<file path="src/rtl/cfg_dma_pkg.sv">
package cfg_dma_pkg;
  localparam int unsigned DATA_W = 32;
  localparam int unsigned LEN_W  = 27;
  localparam int unsigned WA_W   = DATA_W - 2;

  localparam logic [1:0] SEL_SRC_ADDR = 2'd0;
  localparam logic [1:0] SEL_DST_ADDR = 2'd1;
  localparam logic [1:0] SEL_SRC_LEN  = 2'd2;
  localparam logic [1:0] SEL_DST_LEN  = 2'd3;

  localparam int unsigned EVT_PORT_DONE = 0;
  localparam int unsigned EVT_DMA_DONE  = 1;
  localparam int unsigned EVT_OVF       = 2;
  localparam int unsigned EVT_CMD_ERR   = 3;
  localparam int unsigned EVT_W         = 4;

  typedef struct packed {
    logic [WA_W-1:0]  word_addr;
    logic             last;
    logic [LEN_W-1:0] len;
  } cmd_t;

  localparam int unsigned CMD_W = $bits(cmd_t);

  typedef enum logic [1:0] {
    S_IDLE  = 2'd0,
    S_FETCH = 2'd1,
    S_PUSH  = 2'd2,
    S_FIN   = 2'd3
  } eng_state_e;
endpackage

</file>
<file path="src/rtl/cfg_dma_regs.sv">
module cfg_dma_regs
  import cfg_dma_pkg::*;
(
  input  logic              clk_i,
  input  logic              rst_ni,
  input  logic              we_i,
  input  logic [1:0]        sel_i,
  input  logic [DATA_W-1:0] wdata_i,
  input  logic              full_i,
  output logic              push_o,
  output cmd_t              cmd_o,
  output logic              err_o,
  output logic              ovf_o
);
  logic [WA_W-1:0]  src_word_q;
  logic             src_last_q;
  logic             dst_none_q;
  logic [LEN_W-1:0] len_q;
  logic             len_big_q;
  logic             commit, bad;
  logic             err_q, ovf_q;

  always_ff @(posedge clk_i or negedge rst_ni) begin
    if (!rst_ni) begin
      src_word_q <= '0;
      src_last_q <= 1'b0;
      dst_none_q <= 1'b0;
      len_q      <= '0;
      len_big_q  <= 1'b0;
    end else if (we_i) begin
      unique case (sel_i)
        SEL_SRC_ADDR: begin
          src_word_q <= wdata_i[DATA_W-1:2];
          src_last_q <= wdata_i[0];
        end
        SEL_DST_ADDR: dst_none_q <= &wdata_i;
        SEL_SRC_LEN: begin
          len_q     <= wdata_i[LEN_W-1:0];
          len_big_q <= |wdata_i[DATA_W-1:LEN_W];
        end
        default: ; // destination length: commit only
      endcase
    end
  end

  assign commit = we_i && (sel_i == SEL_DST_LEN);
  assign bad    = len_big_q || ((len_q == '0) && !dst_none_q);
  assign push_o = commit && !bad && !full_i;

  assign cmd_o.word_addr = src_word_q;
  assign cmd_o.last      = src_last_q;
  assign cmd_o.len       = len_q;

  always_ff @(posedge clk_i or negedge rst_ni) begin
    if (!rst_ni) begin
      err_q <= 1'b0;
      ovf_q <= 1'b0;
    end else begin
      err_q <= commit && bad;
      ovf_q <= commit && !bad && full_i;
    end
  end

  assign err_o = err_q;
  assign ovf_o = ovf_q;
endmodule

</file>
<file path="src/rtl/cfg_dma_fifo.sv">
module cfg_dma_fifo #(
  parameter int unsigned W     = 8,
  parameter int unsigned DEPTH = 4
) (
  input  logic         clk_i,
  input  logic         rst_ni,
  input  logic         push_i,
  input  logic [W-1:0] wdata_i,
  input  logic         pop_i,
  output logic [W-1:0] rdata_o,
  output logic         full_o,
  output logic         empty_o
);
  localparam int unsigned AW = (DEPTH > 1) ? $clog2(DEPTH) : 1;
  localparam int unsigned CW = $clog2(DEPTH + 1);
  localparam logic [AW-1:0] LAST_IDX = AW'(DEPTH - 1);

  logic [W-1:0]  mem_q [DEPTH];
  logic [AW-1:0] wr_q, rd_q;
  logic [CW-1:0] cnt_q;
  logic          do_push, do_pop;

  assign full_o  = (cnt_q == CW'(DEPTH));
  assign empty_o = (cnt_q == '0);
  assign do_push = push_i && !full_o;
  assign do_pop  = pop_i && !empty_o;
  assign rdata_o = mem_q[rd_q];

  always_ff @(posedge clk_i or negedge rst_ni) begin
    if (!rst_ni) begin
      wr_q  <= '0;
      rd_q  <= '0;
      cnt_q <= '0;
    end else begin
      if (do_push) wr_q <= (wr_q == LAST_IDX) ? '0 : wr_q + 1'b1;
      if (do_pop)  rd_q <= (rd_q == LAST_IDX) ? '0 : rd_q + 1'b1;
      if (do_push && !do_pop)      cnt_q <= cnt_q + 1'b1;
      else if (do_pop && !do_push) cnt_q <= cnt_q - 1'b1;
    end
  end

  for (genvar i = 0; i < DEPTH; i++) begin : g_slot
    always_ff @(posedge clk_i) begin
      if (do_push && (wr_q == AW'(i))) mem_q[i] <= wdata_i;
    end
  end
endmodule

</file>
<file path="src/rtl/cfg_dma_engine.sv">
module cfg_dma_engine
  import cfg_dma_pkg::*;
(
  input  logic              clk_i,
  input  logic              rst_ni,
  input  logic              empty_i,
  input  cmd_t              cmd_i,
  output logic              pop_o,
  output logic              mem_req_o,
  output logic [DATA_W-1:0] mem_addr_o,
  input  logic              mem_ack_i,
  input  logic [DATA_W-1:0] mem_rdata_i,
  output logic              snk_valid_o,
  output logic [DATA_W-1:0] snk_data_o,
  input  logic              snk_ready_i,
  input  logic              port_idle_i,
  output logic              dma_done_o,
  output logic              port_done_o
);
  eng_state_e        state_q;
  logic [WA_W-1:0]   addr_q;
  logic [LEN_W-1:0]  left_q;
  logic              last_q;
  logic [DATA_W-1:0] data_q;
  logic              finish;

  assign pop_o  = (state_q == S_IDLE) && !empty_i;
  assign finish = (state_q == S_FIN) && (!last_q || port_idle_i);

  always_ff @(posedge clk_i or negedge rst_ni) begin
    if (!rst_ni) begin
      state_q <= S_IDLE;
      addr_q  <= '0;
      left_q  <= '0;
      last_q  <= 1'b0;
      data_q  <= '0;
    end else begin
      unique case (state_q)
        S_IDLE: if (!empty_i) begin
          addr_q  <= cmd_i.word_addr;
          left_q  <= cmd_i.len;
          last_q  <= cmd_i.last;
          state_q <= (cmd_i.len == '0) ? S_FIN : S_FETCH;
        end
        S_FETCH: if (mem_ack_i) begin
          data_q  <= mem_rdata_i;
          state_q <= S_PUSH;
        end
        S_PUSH: if (snk_ready_i) begin
          addr_q  <= addr_q + 1'b1;
          left_q  <= left_q - 1'b1;
          state_q <= (left_q == LEN_W'(1)) ? S_FIN : S_FETCH;
        end
        S_FIN: if (finish) state_q <= S_IDLE;
        default: state_q <= S_IDLE;
      endcase
    end
  end

  assign mem_req_o   = (state_q == S_FETCH);
  assign mem_addr_o  = {addr_q, 2'b00};
  assign snk_valid_o = (state_q == S_PUSH);
  assign snk_data_o  = data_q;
  assign dma_done_o  = finish;
  assign port_done_o = finish && last_q;
endmodule

</file>
<file path="src/rtl/cfg_dma_cmdq.sv">
module cfg_dma_cmdq
  import cfg_dma_pkg::*;
#(
  parameter int unsigned DEPTH = 4
) (
  input  logic              clk_i,
  input  logic              rst_ni,
  input  logic              reg_we_i,
  input  logic [1:0]        reg_sel_i,
  input  logic [31:0]       reg_wdata_i,
  output logic              mem_req_o,
  output logic [31:0]       mem_addr_o,
  input  logic              mem_ack_i,
  input  logic [31:0]       mem_rdata_i,
  output logic              snk_valid_o,
  output logic [31:0]       snk_data_o,
  input  logic              snk_ready_i,
  input  logic              port_idle_i,
  output logic              q_full_o,
  output logic              q_empty_o,
  output logic [3:0]        evt_o
);
  cmd_t push_cmd, head_cmd;
  logic push, pop, err, ovf, dma_done, port_done;

  cfg_dma_regs u_regs (
    .clk_i   (clk_i),
    .rst_ni  (rst_ni),
    .we_i    (reg_we_i),
    .sel_i   (reg_sel_i),
    .wdata_i (reg_wdata_i),
    .full_i  (q_full_o),
    .push_o  (push),
    .cmd_o   (push_cmd),
    .err_o   (err),
    .ovf_o   (ovf)
  );

  cfg_dma_fifo #(.W(CMD_W), .DEPTH(DEPTH)) u_fifo (
    .clk_i   (clk_i),
    .rst_ni  (rst_ni),
    .push_i  (push),
    .wdata_i (push_cmd),
    .pop_i   (pop),
    .rdata_o (head_cmd),
    .full_o  (q_full_o),
    .empty_o (q_empty_o)
  );

  cfg_dma_engine u_eng (
    .clk_i       (clk_i),
    .rst_ni      (rst_ni),
    .empty_i     (q_empty_o),
    .cmd_i       (head_cmd),
    .pop_o       (pop),
    .mem_req_o   (mem_req_o),
    .mem_addr_o  (mem_addr_o),
    .mem_ack_i   (mem_ack_i),
    .mem_rdata_i (mem_rdata_i),
    .snk_valid_o (snk_valid_o),
    .snk_data_o  (snk_data_o),
    .snk_ready_i (snk_ready_i),
    .port_idle_i (port_idle_i),
    .dma_done_o  (dma_done),
    .port_done_o (port_done)
  );

  always_comb begin
    evt_o                = '0;
    evt_o[EVT_PORT_DONE] = port_done;
    evt_o[EVT_DMA_DONE]  = dma_done;
    evt_o[EVT_OVF]       = ovf;
    evt_o[EVT_CMD_ERR]   = err;
  end
endmodule

</file>
<file path="config.mk">
export PLATFORM = sky130hd
export DESIGN_NAME = cfg_dma_cmdq
export DESIGN_NICKNAME = d
export VERILOG_FILES = /design/src/rtl/cfg_dma_pkg.sv /design/src/rtl/cfg_dma_regs.sv /design/src/rtl/cfg_dma_fifo.sv /design/src/rtl/cfg_dma_engine.sv /design/src/rtl/cfg_dma_cmdq.sv
export SDC_FILE = /design/constraint.sdc
export NUM_CORES = 1
export LEC_CHECK = 0
export BUFFER_PORTS_ARGS = -buffer_cell sky130_fd_sc_hd__buf_2
export CORE_UTILIZATION = 54
export CTS_CLUSTER_SIZE = 10
export DETAILED_ROUTE_END_ITERATION = 10
export PLACE_DENSITY = 0.76
export SYNTH_ARGS = -nofsm -noshare
export SYNTH_HDL_FRONTEND = slang
export SYNTH_SLANG_ARGS = --single-unit
</file>
<file path="constraint.sdc">
create_clock -name clk_i -period 3.05 [get_ports clk_i]
set_clock_uncertainty 0.15 [all_clocks]
set_input_delay 0.915 -clock clk_i [delete_from_list [all_inputs] [get_ports clk_i]]
set_output_delay 0.915 -clock clk_i [all_outputs]
set_load 0.02 [all_outputs]
</file>
### Word level (Yosys, flattened, before mapping)

Memory sizes are Yosys's and may differ from the RTL's.
Cells that the tools add are included.
Widths: inputs -> output; s select.

* RAM bits: 232
* bits in registers: 161
* output and inout port bits: 72
* logic and storage cells: 119
* memories kept: 1
* memory bits (read-only): 0
* bits in latches: 0
* bits of input ports: 72

* multiplexer cells: 34
* bitwise gates (word level): 1
* shifts and indexed selects: 0
* reductions and logical operators: 46
* divide/modulo/power cells: 0
* $lt $le $gt $ge: 0
* equality and inequality tests: 16
* multiply operators: 0
* $add $sub $neg: 6

Memory list
* u_fifo.mem_q: words 4, bits a word 58, rd ports 1, clocked after Yosys merged registers in 0, wr ports 1, RTL line cfg_dma_fifo.sv:18 `logic [W-1:0] mem_q [DEPTH];`

Operators with widths (count)
* $mux 58: 3
* $reduce_or 58->1: 3
* $mux 30: 2
* $pmux 30 s2: 1
* $logic_not 27->1: 2
* $mux 27: 2
* $pmux 27 s2: 1
* $reduce_and 32->1: 1
* $add 30x1->30 const B: 1
* $eq 27x1->1 const B: 1
* $sub 27x1->27 const B: 1
* $mux 2: 11
* $logic_and 1x1->1: 17
* $eq 2x2->1 const B: 7
* $mux 1: 11
* $reduce_and 2->1: 5
* $pmux 2 s4: 1
* $logic_not 1->1: 7
* $eq 2x1->1 const B: 3
* $logic_not 2->1: 3
* $mux 3: 2
* $ne 2x1->1 const B: 3
* $reduce_or 5->1: 1
* $add 2x1->2 const B: 2
* 10 further kinds: 12

### Depth between registers and ports, before layout

* depth after elaboration: 14
* gate-level depth with buffers: 10
* depth with buffers taken out: 10

### By module

A second synthesis with hierarchy kept.

* cells, all modules: 1045
* area total of the unflattened synthesis: 16397.0 um^2

By module, submodules not included
* cfg_dma_fifo: instances 1, cells an instance 341, area an instance 8848.5 um^2, seq. area each 7141.8 um^2
* cfg_dma_engine: instances 1, cells an instance 540, area an instance 5063.6 um^2, seq. area each 2302.2 um^2
* cfg_dma_regs: instances 1, cells an instance 160, area an instance 2454.9 um^2, seq. area each 1551.5 um^2
* cfg_dma_cmdq: instances 1, cells an instance 4, area an instance 30.0 um^2, seq. area each 0.0 um^2

### Worst setup path after synthesis

No wires, ideal clock.

* path type: input-to-reg
* start point: input reg_we_i
* end point: memory u_fifo.mem_q[1][0] (netlist bit) (enable)
* arrival time: 2859 ps
* setup time: 422 ps
* data required time: 2478 ps
* path slack: -381 ps
* buffers on the path: 0
* stages: 4
* cell sequence: and3_1 -> o211ai_1 -> nor2_1 -> and2_1

* longest elaborated chain between the ends: 11
* elaborated cells between the ends (all ways): 25
* classes of those cells: mux: 14; reduce/logical: 11

RTL lines
* from (decl): RTL line cfg_dma_cmdq.sv:8 `input logic reg_we_i,`
* $logic_and 1x1->1 *: RTL line cfg_dma_regs.sv:46 `assign commit = we_i && (sel_i == SEL_DST_LEN);`
* $logic_and 1x1->1 * (2 in a row): RTL line cfg_dma_regs.sv:48 `assign push_o = commit && !bad && !full_i;`
* $logic_and 1x1->1 *: RTL line cfg_dma_fifo.sv:25 `assign do_push = push_i && !full_o;`
* via u_fifo.do_push: RTL line cfg_dma_fifo.sv:21 `logic do_push, do_pop;`
* $logic_and 1x1->1: RTL line cfg_dma_fifo.sv:44 `if (do_push && (wr_q == AW'(i))) mem_q[i] <= wdata_i;`
* $mux 1: RTL line cfg_dma_fifo.sv:44
* $mux 1 (not written as such): RTL line cfg_dma_fifo.sv:44
* $reduce_or 58->1 (no source line)
* $mux 2 (no source line) / $mux 1 (equally long branches) (3 in a row)
* to (decl): RTL line cfg_dma_fifo.sv:18

Mark *: on every way through the listed nets, which the timed path passes. The rest lies on a longest branch.

### Worst setup path after layout

* start point: register u_eng.state_q[1]
* end point: output snk_valid_o

* longest elaborated chain between the ends: 1

RTL lines
* from (decl): RTL line cfg_dma_engine.sv:20 `eng_state_e state_q;`
* from (signal assigned): RTL line cfg_dma_engine.sv:43 `state_q <= (cmd_i.len == '0) ? S_FIN : S_FETCH;`
* from (signal assigned): RTL line cfg_dma_engine.sv:52 `state_q <= (left_q == LEN_W'(1)) ? S_FIN : S_FETCH;`
* $eq 2x2->1: RTL line cfg_dma_engine.sv:62 `assign snk_valid_o = (state_q == S_PUSH);`
* to (decl): RTL line cfg_dma_cmdq.sv:15 `output logic snk_valid_o,`

Every way passes these cells.

==> results.toml <==
[detailed_routing]
wl_per_cell_um = 24.0
via_per_inst = 6.26
totalWireLength_um = 39200
drc = 0
vias = 10200
drt_iter0_drc = 1170
drt_first_pass_iters = 5
ant_nets = 0

[flow_run]
maxCapViolCount = 0

[floorplan]
initial_core_util = 0.548
rows = 63
die_x_um = 175
io_pins = 144
fp.dieArea_sq_um = 30800
die_h_um = 175
core-area_sq_um = 29600

[synthesis]
yosysWarnings = 0
synth_seq_area_share = 0.677
synth-edff-count = 232
synth.distinct_cells = 61
synth_top_cell_area_share = 0.429
async_reset_ff_frac = 0.410
synth_ff_type = "edfxtp_1"
synthTopCellsByArea = "edfxtp_1 (43%), dfrtp_1 (25%), mux4_2 (8.0%)"
syn_inst = 1040
syn_area_per_cell_sq_um = 15.6
yosysMostFrequentCell = "edfxtp_1"
yosysTopAreaCell = "edfxtp_1"
synth_area_sq_um = 16200
ys_top_cells_by_count = "edfxtp_1 (232), dfrtp_1 (161), mux2_2 (97)"
synth_seq_cells = 393

[grt]
grt-ovfl-total = 0
grt_antenna_before_repair = 1
grt_first_pass_wirelength_um = 60100
grt_pass1_vias = 10100
grt_max_degree = 60
grt_usage = 0.261

[setup_path]
path_class = "reg -> out"
crit_required_ns = 1.98
path_max_fanout = 28
crit_arrival_ns = 1.84
critPathLaunchType = "flop"
endpoint_kind = "primary output"

[clock_tree]
numCtsBuffers = 46
htreeDepth = 2
cts_tree = "built"
worstSkewPairLatency_ns = 0.56
post_cts_resized = 0
postCtsSetupBuffers = 0
clk_pin_slew_ns = 0.06
ctsHoldBuffers = 0
cts_root_buf = "clkbuf_16"
cts.path.max_buffers = 3
cts.sinks = 393

[sta]
finalSetupTns_ns = 0
drv_slew = 0
setup_viol = 0
rsz0062_at_grt = "no"
period_share = 0.952
timing.slew.headroom = 0.477
fmax_ghz = 0.344
worst_pin_slew_ns = 0.778
whs_ns = 0.208
fin_crit_ns = 2.90
hold_viol = 0

[final_layout]
areaGrowthSynthToFinish_pct = 17.1
n_antenna_cell = 0
final_nets = 1292
drive_gt1_frac = 0.329

[outcome]
status = "complete, no violations"

[power]
vdd_drop_max_mv = 0.522
leakage_nw = 7.00
power_density_nw_per_um2 = 958

[placed_design]
port-buffer-count = 141
gp_congestion = 0.884
dp_hpwl_um = 25800

[hold_path]
hold_path_class = "in -> async"
logic make-up after synthesis:
kind of cell	after synthesis	share of synthesized area
and+or+nand+nor	239	0.0782
xor gates and xnor gates	3	0.00162
buffers and inverters	75	0.0196
muxes	167	0.155
adders and majority gates	10	0.00817
DFF	393	0.677
other	1	0.000231
AOI/OAI and AO/OA	152	0.0599
path summary, 6_finish.rpt:
| kind | start | endpoint | slack, ns | cells past startpoint |
|---|---|---|---|---|
| max reg2reg | u_regs.dst_none_q | u_fifo.cnt_q[1] | 0.20 | 8 |
| max in group asynchronous | rst_ni | u_regs.len_q[10] | 1.87 | 2 |
| min | rst_ni | u_eng.snk_data_o[4] | 0.21 | 1 |
| min in group clk_i | u_eng.left_q[6] | u_eng.left_q[6] | 0.33 | 2 |
| min reg2reg | u_eng.left_q[6] | u_eng.left_q[6] | 0.33 | 2 |
| max | u_eng.state_q[1] | snk_valid_o | 0.15 | 4 |
flip-flops by register name, indices dropped and copies added (netlist names), 3 cells and up:
register           count
u_fifo.mem_q         232
u_regs.src_word_q     30
u_eng.snk_data_o      32
u_eng.left_q          27
u_eng.addr_q          30
u_fifo.cnt_q           3
u_regs.len_q          27
metal layers:
metal | GRT usage | share of wire | wire length [um] | vias to the layer above
met5 | 0 | 0.00033 | 13 | -
met4 | 0.0924 | 0.031 | 1200 | 2
met3 | 0.0487 | 0.081 | 3200 | 101
met2 | 0.412 | 0.47 | 18400 | 553
met1 | 0.368 | 0.42 | 16400 | 5134
li1 | - | - | - | 4442
final cells by class:
cell class	instances	area, sq um
timing repair buffer	181	1160
clock buffer	78	1280
tap	390	488
clock inverter	5	68.8
fill	2064	10600
multi-input combinational	573	4950
sequential	393	11000
inverter	15	56.3
layout by cell type, fill, tap and decap left out, drive strengths merged, types with 9 or more instances in the layout:
master	instances
a31oi	10
nor3	23
inv	16
dfrtp	161
nor2	31
nand3	29
mux4	58
o21ai	37
mux2i	12
mux2	97
a21oi	37
o311ai	15
o22ai	19
nand2	51
buf	181
clkbuf	78
ha	9
and2	10
nor4	22
or4	9
nand4	20
edfxtp	232
or3	9
critical path, stage by stage, from the launching register on:
cell and delay (ns):
dfrtp_1 0.36, buf_4 0.35, nand2b_1 0.12, inv_1 0.23, buf_2 0.23
through the flow:
stage          area, sq um   util  setup WS (ns)  power (mW)  cells
2_1_floorplan        16200      -         0.0464        11.2   1041
3_3_place_gp         17700  0.596          0.227        13.1   1552
3_5_place_dp         17700  0.596          0.187        13.3   1552
4_1_cts              19000  0.641          0.145        18.2   1635
5_1_grt              19000  0.641         0.0663        19.0   1635
6_report             19000  0.641          0.145        18.2   1635
where the power goes:
group          switching (mW)  internal, mW  total [mW]
clock                    2.06          2.86        4.92
combinational            3.25          2.38        5.62
sequential               1.04          6.63        7.67
No activity file was read; power rests on OpenSTA's default activity.
